==> config.mk <==
export PLATFORM = sky130hd
export DESIGN_NAME = mcyc_timing
export DESIGN_NICKNAME = d
export VERILOG_FILES = /design/src/rtl/mcyc_pkg.sv /design/src/rtl/mcyc_seq.sv /design/src/rtl/mcyc_req_latch.sv /design/src/rtl/mcyc_strobe.sv /design/src/rtl/mcyc_timing.sv
export SDC_FILE = /design/constraint.sdc
export NUM_CORES = 1
export LEC_CHECK = 0
export ABC_CLOCK_PERIOD_IN_PS = 2940
export CAP_MARGIN = 20
export CORE_MARGIN = 3
export CORE_UTILIZATION = 33
export CTS_CLUSTER_SIZE = 28
export DETAILED_ROUTE_END_ITERATION = 7
export DONT_BUFFER_PORTS = 1
export PLACE_DENSITY = 0.54
export SYNTH_ARGS = -nofsm -noshare
export SYNTH_HDL_FRONTEND = slang
export SYNTH_SLANG_ARGS = --single-unit
==> constraint.sdc <==
create_clock -name clk -period 2.94 [get_ports clk]
set_input_delay 0.882 -clock clk [delete_from_list [all_inputs] [get_ports clk]]
set_output_delay 0.882 -clock clk [all_outputs]
set_load 0.005 [all_outputs]
==> src/rtl/mcyc_pkg.sv <==
package mcyc_pkg;

    localparam int unsigned N_STATES = 5;
    localparam int unsigned N_PHASES = 3;
    localparam int unsigned ST_W     = $clog2(N_STATES + 1);
    localparam int unsigned PH_W     = $clog2(N_PHASES + 1);

    typedef logic [ST_W-1:0] state_t;
    typedef logic [PH_W-1:0] phase_t;

    // state that closes the capture window, state carrying bus transfers,
    // state whose last sub-phase opens the address latch window
    localparam state_t CAP_ST = state_t'(1);
    localparam state_t XFR_ST = state_t'(2);
    localparam state_t ALE_ST = state_t'(4);
    localparam state_t LAST_ST = state_t'(N_STATES);
    localparam phase_t LAST_PH = phase_t'(N_PHASES);

    typedef struct packed {
        state_t st;
        phase_t ph;
    } pos_t;

    typedef struct packed {
        logic rd;
        logic wr;
        logic expd;
    } req_t;

    typedef struct packed {
        logic ale_n;
        logic prog_n;
        logic rd_n;
        logic wr_n;
        logic sample;
    } strobe_t;

    localparam pos_t    POS_START = '{st: state_t'(1), ph: phase_t'(1)};
    localparam req_t    REQ_NONE  = '{rd: 1'b0, wr: 1'b0, expd: 1'b0};
    localparam strobe_t STB_IDLE  = '{ale_n: 1'b1, prog_n: 1'b1, rd_n: 1'b1,
                                      wr_n: 1'b1, sample: 1'b0};

    function automatic pos_t pos_step(input pos_t p);
        pos_t n;
        n = p;
        if (p.ph == LAST_PH) begin
            n.ph = phase_t'(1);
            n.st = (p.st == LAST_ST) ? state_t'(1) : state_t'(p.st + 1'b1);
        end else begin
            n.ph = phase_t'(p.ph + 1'b1);
        end
        return n;
    endfunction

    function automatic logic is_capture(input pos_t p);
        return (p.st == CAP_ST) && (p.ph == LAST_PH);
    endfunction

    function automatic logic in_ale_window(input pos_t p);
        return ((p.st == ALE_ST) && (p.ph == LAST_PH)) ||
               ((p.st == state_t'(ALE_ST + 1'b1)) && (p.ph != LAST_PH));
    endfunction

    function automatic strobe_t shape(input pos_t p, input req_t r);
        strobe_t s;
        logic    xfr;
        xfr      = (p.st == XFR_ST);
        s.ale_n  = ~in_ale_window(p);
        s.rd_n   = ~(xfr & r.rd);
        s.wr_n   = ~(xfr & r.wr);
        s.prog_n = ~(xfr & r.expd & (p.ph == LAST_PH));
        s.sample = xfr & r.rd & (p.ph == LAST_PH);
        return s;
    endfunction

endpackage

==> src/rtl/mcyc_seq.sv <==
module mcyc_seq
    import mcyc_pkg::*;
(
    input  logic clk,
    input  logic rst,
    input  logic clk_en,
    output pos_t pos_q,
    output pos_t pos_nxt
);

    always_comb begin
        pos_nxt = clk_en ? pos_step(pos_q) : pos_q;
    end

    always_ff @(posedge clk) begin
        if (rst) pos_q <= POS_START;
        else     pos_q <= pos_nxt;
    end

    assert_stall_hold_R2: assert property (@(posedge clk) disable iff (rst)
        !clk_en |=> $stable(pos_q));

    assert_cycle_wrap_R3: assert property (@(posedge clk) disable iff (rst)
        (clk_en && pos_q.st == LAST_ST && pos_q.ph == LAST_PH)
            |=> (pos_q.st == state_t'(1) && pos_q.ph == phase_t'(1)));

    assert_pos_range_R3: assert property (@(posedge clk) disable iff (rst)
        (pos_q.st >= state_t'(1)) && (pos_q.st <= LAST_ST) &&
        (pos_q.ph >= phase_t'(1)) && (pos_q.ph <= LAST_PH));

endmodule

==> src/rtl/mcyc_req_latch.sv <==
module mcyc_req_latch
    import mcyc_pkg::*;
(
    input  logic clk,
    input  logic rst,
    input  logic clk_en,
    input  pos_t pos_q,
    input  logic req_rd,
    input  logic req_wr,
    input  logic req_exp,
    input  logic irq_pend,
    output req_t lat_q,
    output req_t lat_nxt
);

    logic irq_q;

    // interrupt sample runs on every crystal edge
    always_ff @(posedge clk) begin
        if (rst) irq_q <= 1'b0;
        else     irq_q <= irq_pend;
    end

    always_comb begin
        lat_nxt = lat_q;
        if (clk_en && is_capture(pos_q)) begin
            lat_nxt.rd   = req_rd & ~irq_q;
            lat_nxt.wr   = req_wr;
            lat_nxt.expd = req_exp;
        end
    end

    always_ff @(posedge clk) begin
        if (rst) lat_q <= REQ_NONE;
        else     lat_q <= lat_nxt;
    end

    assert_irq_blocks_read_R9: assert property (@(posedge clk) disable iff (rst)
        (clk_en && is_capture(pos_q) && irq_q) |=> !lat_q.rd);

    assert_write_kept_R9: assert property (@(posedge clk) disable iff (rst)
        (clk_en && is_capture(pos_q)) |=> (lat_q.wr == $past(req_wr)));

    assert_capture_only_R10: assert property (@(posedge clk) disable iff (rst)
        !(clk_en && is_capture(pos_q)) |=> $stable(lat_q));

endmodule

==> src/rtl/mcyc_strobe.sv <==
module mcyc_strobe
    import mcyc_pkg::*;
(
    input  logic    clk,
    input  logic    rst,
    input  pos_t    pos_nxt,
    input  req_t    lat_nxt,
    output strobe_t stb_q
);

    // registered on the base clock from the position about to be entered
    always_ff @(posedge clk) begin
        if (rst) stb_q <= STB_IDLE;
        else     stb_q <= shape(pos_nxt, lat_nxt);
    end

endmodule

==> src/rtl/mcyc_timing.sv <==
module mcyc_timing
    import mcyc_pkg::*;
(
    input  logic       clk,
    input  logic       rst,
    input  logic       clk_en,
    input  logic       req_rd,
    input  logic       req_wr,
    input  logic       req_exp,
    input  logic       irq_pend,
    output logic       ale_n,
    output logic       prog_n,
    output logic       rd_n,
    output logic       wr_n,
    output logic       bus_sample,
    output logic [2:0] mstate,
    output logic [1:0] xphase
);

    pos_t    pos_q;
    pos_t    pos_nxt;
    req_t    lat_q;
    req_t    lat_nxt;
    strobe_t stb_q;

    mcyc_seq u_seq (
        .clk     (clk),
        .rst     (rst),
        .clk_en  (clk_en),
        .pos_q   (pos_q),
        .pos_nxt (pos_nxt)
    );

    mcyc_req_latch u_lat (
        .clk      (clk),
        .rst      (rst),
        .clk_en   (clk_en),
        .pos_q    (pos_q),
        .req_rd   (req_rd),
        .req_wr   (req_wr),
        .req_exp  (req_exp),
        .irq_pend (irq_pend),
        .lat_q    (lat_q),
        .lat_nxt  (lat_nxt)
    );

    mcyc_strobe u_stb (
        .clk     (clk),
        .rst     (rst),
        .pos_nxt (pos_nxt),
        .lat_nxt (lat_nxt),
        .stb_q   (stb_q)
    );

    assign ale_n      = stb_q.ale_n;
    assign prog_n     = stb_q.prog_n;
    assign rd_n       = stb_q.rd_n;
    assign wr_n       = stb_q.wr_n;
    assign bus_sample = stb_q.sample;
    assign mstate     = 3'(pos_q.st);
    assign xphase     = 2'(pos_q.ph);

    assert_ale_window_R4: assert property (@(posedge clk) disable iff (rst)
        !ale_n |-> ((mstate == 3'd4 && xphase == 2'd3) ||
                    (mstate == 3'd5 && xphase != 2'd3)));

    assert_read_in_state2_R5: assert property (@(posedge clk) disable iff (rst)
        !rd_n |-> (mstate == 3'd2));

    assert_write_in_state2_R6: assert property (@(posedge clk) disable iff (rst)
        !wr_n |-> (mstate == 3'd2));

    assert_prog_slot_R7: assert property (@(posedge clk) disable iff (rst)
        !prog_n |-> (mstate == 3'd2 && xphase == 2'd3));

    assert_sample_in_read_R8: assert property (@(posedge clk) disable iff (rst)
        bus_sample |-> (!rd_n && xphase == 2'd3));

endmodule

-- Word level (Yosys, flattened, before mapping)
Index checks and enable logic that the tools add are counted.
- add/sub/neg operators: 2
- eq/ne operators: 8
- muxes and demuxes: 5
- bitwise gates (word level): 11
- reduce and logical (&&, ||, !) cells: 5
- operators by type and width (kind ; count):
    $eq A3 B3 Y1 const B ; 3
    $mux W3 ; 3
    $and A1 B1 Y1 ; 6
    $mux W5 ; 1
    $not A1 Y1 ; 5
    $eq A2 B2 Y1 const B ; 2
    $logic_and A1 B1 Y1 ; 4
    $add A3 B1 Y3 const B ; 1
    $eq A3 B1 Y1 const B ; 1
    $eq A3 B2 Y1 const B ; 1
    $add A2 B1 Y2 const B ; 1
    $mux W2 ; 1
    $ne A2 B2 Y1 const B ; 1
    $logic_or A1 B1 Y1 ; 1
- bits in registers: 14
- bits of input ports: 7

-- Logic depth before layout (Yosys ltp)
- depth in word-level cells: 8
- depth in mapped cells: 6

-- Hierarchy
Synthesis repeated with hierarchy kept, for this count alone.
- cell total of the unflattened synthesis: 69
- area total of the unflattened synthesis: 676.9 sq um
- modules (own cells, without submodules) (module ; instances ; cells each ; area an instance (sq um)):
    mcyc_seq ; 1 ; 34 ; 322.8
    mcyc_req_latch ; 1 ; 21 ; 178.9
    mcyc_strobe ; 1 ; 14 ; 175.2

-- Least setup slack after synthesis
OpenSTA, ideal clock, no wires.
- path kind: input port to flip-flop
- start: input clk_en
- end: register, netlist name u_stb.stb_q[3]
- setup time: 0.127 ns
- arrival: 2.027 ns
- data required time: 2.813 ns
- setup slack: 0.787 ns
- stages: 6
- cells stage by stage: buf_4 > nand3_2 > or3_1 > buf_6 > mux2i_1 > or3_1
- word-level cells in the longest chain between the ends: 5
- elaborated cells between the ends (all ways): 8
- classes of those cells: eq/ne: 2; mux: 2; bitwise: 3; reduce/logical: 1
- ends and longest elaborated chain (element ; RTL line ; text):
    start: declaration ; mcyc_timing.sv:6 ; input logic clk_en,
    $mux W5 or $logic_and A1 B1 Y1 (tied branches) ; mcyc_seq.sv:12, mcyc_req_latch.sv:26 ;
    $eq A3 B2 Y1 or $mux W3 (tied branches) ; mcyc_pkg.sv:67, mcyc_req_latch.sv:26 ;
    $and A1 B1 Y1 ; mcyc_pkg.sv:71 ; s.prog_n = ~(xfr & r.expd & (p.ph == LAST_PH));
    $and A1 B1 Y1 (*) ; mcyc_pkg.sv:71 ;
    $not A1 Y1 (*) ; mcyc_pkg.sv:71 ;
Mark *: on every way between the ends. The rest lies on a longest branch, timed or not.
A chain may end at the register's enable or synchronous reset.

-- Worst setup path in the final report
- start: register, netlist name u_seq.pos_q[0]
- end: register, netlist name u_stb.stb_q[3]
- word-level cells in the longest chain between the ends: 7
- elaborated cells between the ends (all ways): 13
- classes of those cells: add/sub: 1; eq/ne: 3; mux: 4; bitwise: 3; reduce/logical: 2
- ends and longest elaborated chain (element ; RTL line):
    $eq A2 B2 Y1 ; mcyc_pkg.sv:46, mcyc_pkg.sv:56
    $mux W3 or $logic_and A1 B1 Y1 (tied branches) ; mcyc_pkg.sv:46, mcyc_pkg.sv:56
    $mux W5 or $logic_and A1 B1 Y1 (tied branches) ; mcyc_seq.sv:12, mcyc_req_latch.sv:26
    $eq A3 B2 Y1 or $mux W3 (tied branches) ; mcyc_pkg.sv:67, mcyc_req_latch.sv:26
    $and A1 B1 Y1 ; mcyc_pkg.sv:71
    $and A1 B1 Y1 (*) ; mcyc_pkg.sv:71
    $not A1 Y1 (*) ; mcyc_pkg.sv:71
Marks and branches as above.

==> flow_metrics.tcl <==
set metrics [dict create \
    critPathMaxFanout 6 \
    synth_cells 62 \
    finalWorstSetupSlack_ps 985 \
    hold_viol_final 0 \
    cp_common_cell "or3_1" \
    max_slew_margin_pct 74.9 \
    syn_area_per_cell_um2 9.87 \
    regArea_um2 280 \
    wirelength_mm 1.03 \
    period_minus_slack_ps 1960 \
    cts_tree "built" \
    drive_above_1_share_pct 12.7 \
    antenna_left 0 \
    p_sw_share_pct 23.1 \
    clk_latency_ps 280 \
    cts_max_path_buffers 2 \
    cts_resized 0 \
    grt_start_max_net_pins 11 \
    crit_chain "ha_1 > nand3_2 > or3_1 > mux2i_1 > or3_1" \
    dp_hpwl_um 760 \
    cts_sinks 14 \
    n_antenna_cell 0 \
    yosysUniqueCellTypes 27 \
    syn-num-nets 71 \
    grt_remaining_overflow 0 \
    mostFrequentLayoutCells "dfxtp_1, nand2_1, a21oi_1" \
    gp_congestion 0.738 \
    first_global_vias 368 \
    fp-row-count 14 \
    grt.total_usage_pct 9.65 \
    antenna_found_initial 0 \
    yosys-top-cells-area "dfxtp_1, mux2i_1, ha_1" \
    route.detailed.drc 0 \
    fin_setup_tns_ps 0 \
    fin_nets 73 \
    fp.coreArea_mm2 0.00163 \
    power_frac_clock_pct 36.4 \
    max_freq_mhz 511 \
    area_growth_pct 7.16 \
    finalSetupViolations 0 \
    vias 410 \
    viasPerCell 4.71 \
    critical_path_arrival_ps 2120 \
    pwr-share-comb_pct 8.8 \
    cp_data_required_time_ps 3110 \
    p_per_area_mw_per_mm2 571 \
    io_pins 17 \
    fp.dieW_um 49.1 \
    p_leak_nw 0.250 \
    maxSlewViolCount 0 \
    grt_pass1_wl_mm 1.74 \
    yosysWarnings 0 \
    worstSetupStartpointType "register" \
    clk_pin_slew_ps 90 \
    cp_slowest_cell "or3_1" \
    clock_tree.root_cell "clkbuf_4" \
    die_y_um 49.1 \
    htreeDepth 1 \
    end_kind "register" \
    port_buffers 0 \
    min_period_over_period_pct 66.5 \
    critPathKind "register to register" \
    drv_cap 0 \
    syn_area_um2 612 \
    p_seq_share_pct 54.7 \
    synth-seq-area-share_pct 45.8 \
    skew_ps 8.29 \
    ir_drop_v 0.000173 \
    synth.largest_area_cell "dfxtp_1" \
    first_pass_iters 4 \
    p_sw_mw 0.0863 \
    pre_cts_ws_ps 850 \
    ys_ff_latch 14 \
    die-area_mm2 0.00241 \
    cp_slowest_stage_delay_ps 460 \
    fillerInstances 168 \
    avgRoutedWirePerCell_um 11.8 \
    start_util_pct 37.6 \
    multi_input_area_um2 298 \
    yosys.area.top_type_share_pct 45.8 \
    final_common_cell "dfxtp_1" \
    postCtsSetupBuffers 0 \
    drt_iter0_markers 7 \
    outcome "finished, final reports clean" \
    rsz0062_at_grt "false" \
    holdBufCountCts 0 \
    p_int_mw 0.288 \
    cts-buffers-inserted 3 \
    tightest_slew_ps 366 \
    hold_class "register to register" \
]
-- worst max-delay path, delay by kind of cell (launching register included) --
kind / cells / cell delay (ps)
adder cells (fa/ha/maj): 1 / 300
flip-flops: 1 / 430
multiplexers: 1 / 170
AND/OR/NAND/NOR: 3 / 960
-- final timing paths --
kind	to	slack (ps)	startpoint	cells past startpoint
worst max register to register	u_stb.stb_q[3]$_SDFF_PP1_	980	u_seq.pos_q[0]$_SDFF_PP1_	5
worst min-delay path	u_lat.lat_q[1]$_SDFF_PP0_	490	u_lat.lat_q[1]$_SDFF_PP0_	2
worst min register to register	u_lat.lat_q[1]$_SDFF_PP0_	490	u_lat.lat_q[1]$_SDFF_PP0_	2
worst max-delay path	u_stb.stb_q[3]$_SDFF_PP1_	980	u_seq.pos_q[0]$_SDFF_PP1_	5
-- power by group through the flow --
stage	combinational, mW	sequential (mW)	clock, mW
detailed placement	0.0331	0.209	0
finish	0.0331	0.205	0.136
floorplan	0.0338	0.207	0
CTS	0.0334	0.205	0.143
global route	0.0382	0.206	0.151
global placement	0.0333	0.209	0
-- routing by layer --
| layer | global-route usage [%] | vias up | wire, um |
|---|---|---|---|
| met1 | 11.5 | 180 | 524 |
| li1 | - | 219 | - |
| met2 | 13.4 | 9 | 415 |
| met5 | 0 | - | 0 |
| met4 | 5.69 | 0 | 10 |
| met3 | 5.20 | 2 | 75 |
-- state kept, by name (all words and copies together), names as in the netlist --
| signal | flops |
|---|---|
| u_stb.stb_q | 5 |
| u_lat.lat_q | 3 |
| u_seq.pos_q | 5 |
| u_lat.irq_q | 1 |
-- cell usage after synthesis (all sizes together) --
cell and instances:
nor2 3, a2111oi 1, dfxtp 14, o22a 1, and2 1, nor3 2
a211o 1, buf 2, or3b 1, ha 2, nand2b 3, and4 1
inv 3, nor2b 2, o21ai 2, o31ai 1, clkbuf 1, nand4b 2
a21oi 4, nand2 5, or2 2, mux2i 4, or3 2, nand3b 1
nand3 1
-- metrics by stage --
stage / area (um^2) / utilization (%) / hold slack (ps) / total power [mW] / cells
6_report: 656 / 40.2 / 492 / 0.374 / 87
5_1_grt: 656 / 40.2 / 550 / 0.396 / 87
4_1_cts: 656 / 40.2 / 499 / 0.381 / 87
3_5_place_dp: 619 / 38.0 / 479 / 0.242 / 83
3_3_place_gp: 619 / 38.0 / 468 / 0.243 / 83
2_1_floorplan: 612 / - / 453 / 0.241 / 62
-- cell type report --
cell class	instances	area share (%)
clock buffers	4	5.53
inverters	3	1.72
multi-input cells	42	45.4
flip-flops and latches	14	42.7
well taps	24	4.58
-- logic make-up after synthesis --
kind of cell             Yosys count  synth area share, %
AND/OR/NAND/NOR                   26                 25.6
flip-flops                        14                 45.8
AO/OA/AOI/OAI                     10                 10.4
buffers and inverters              6                 5.52
multiplexers                       4                 8.59
adder cells (fa/ha/maj)            2                 4.09
(Power assumes the default switching activity.)
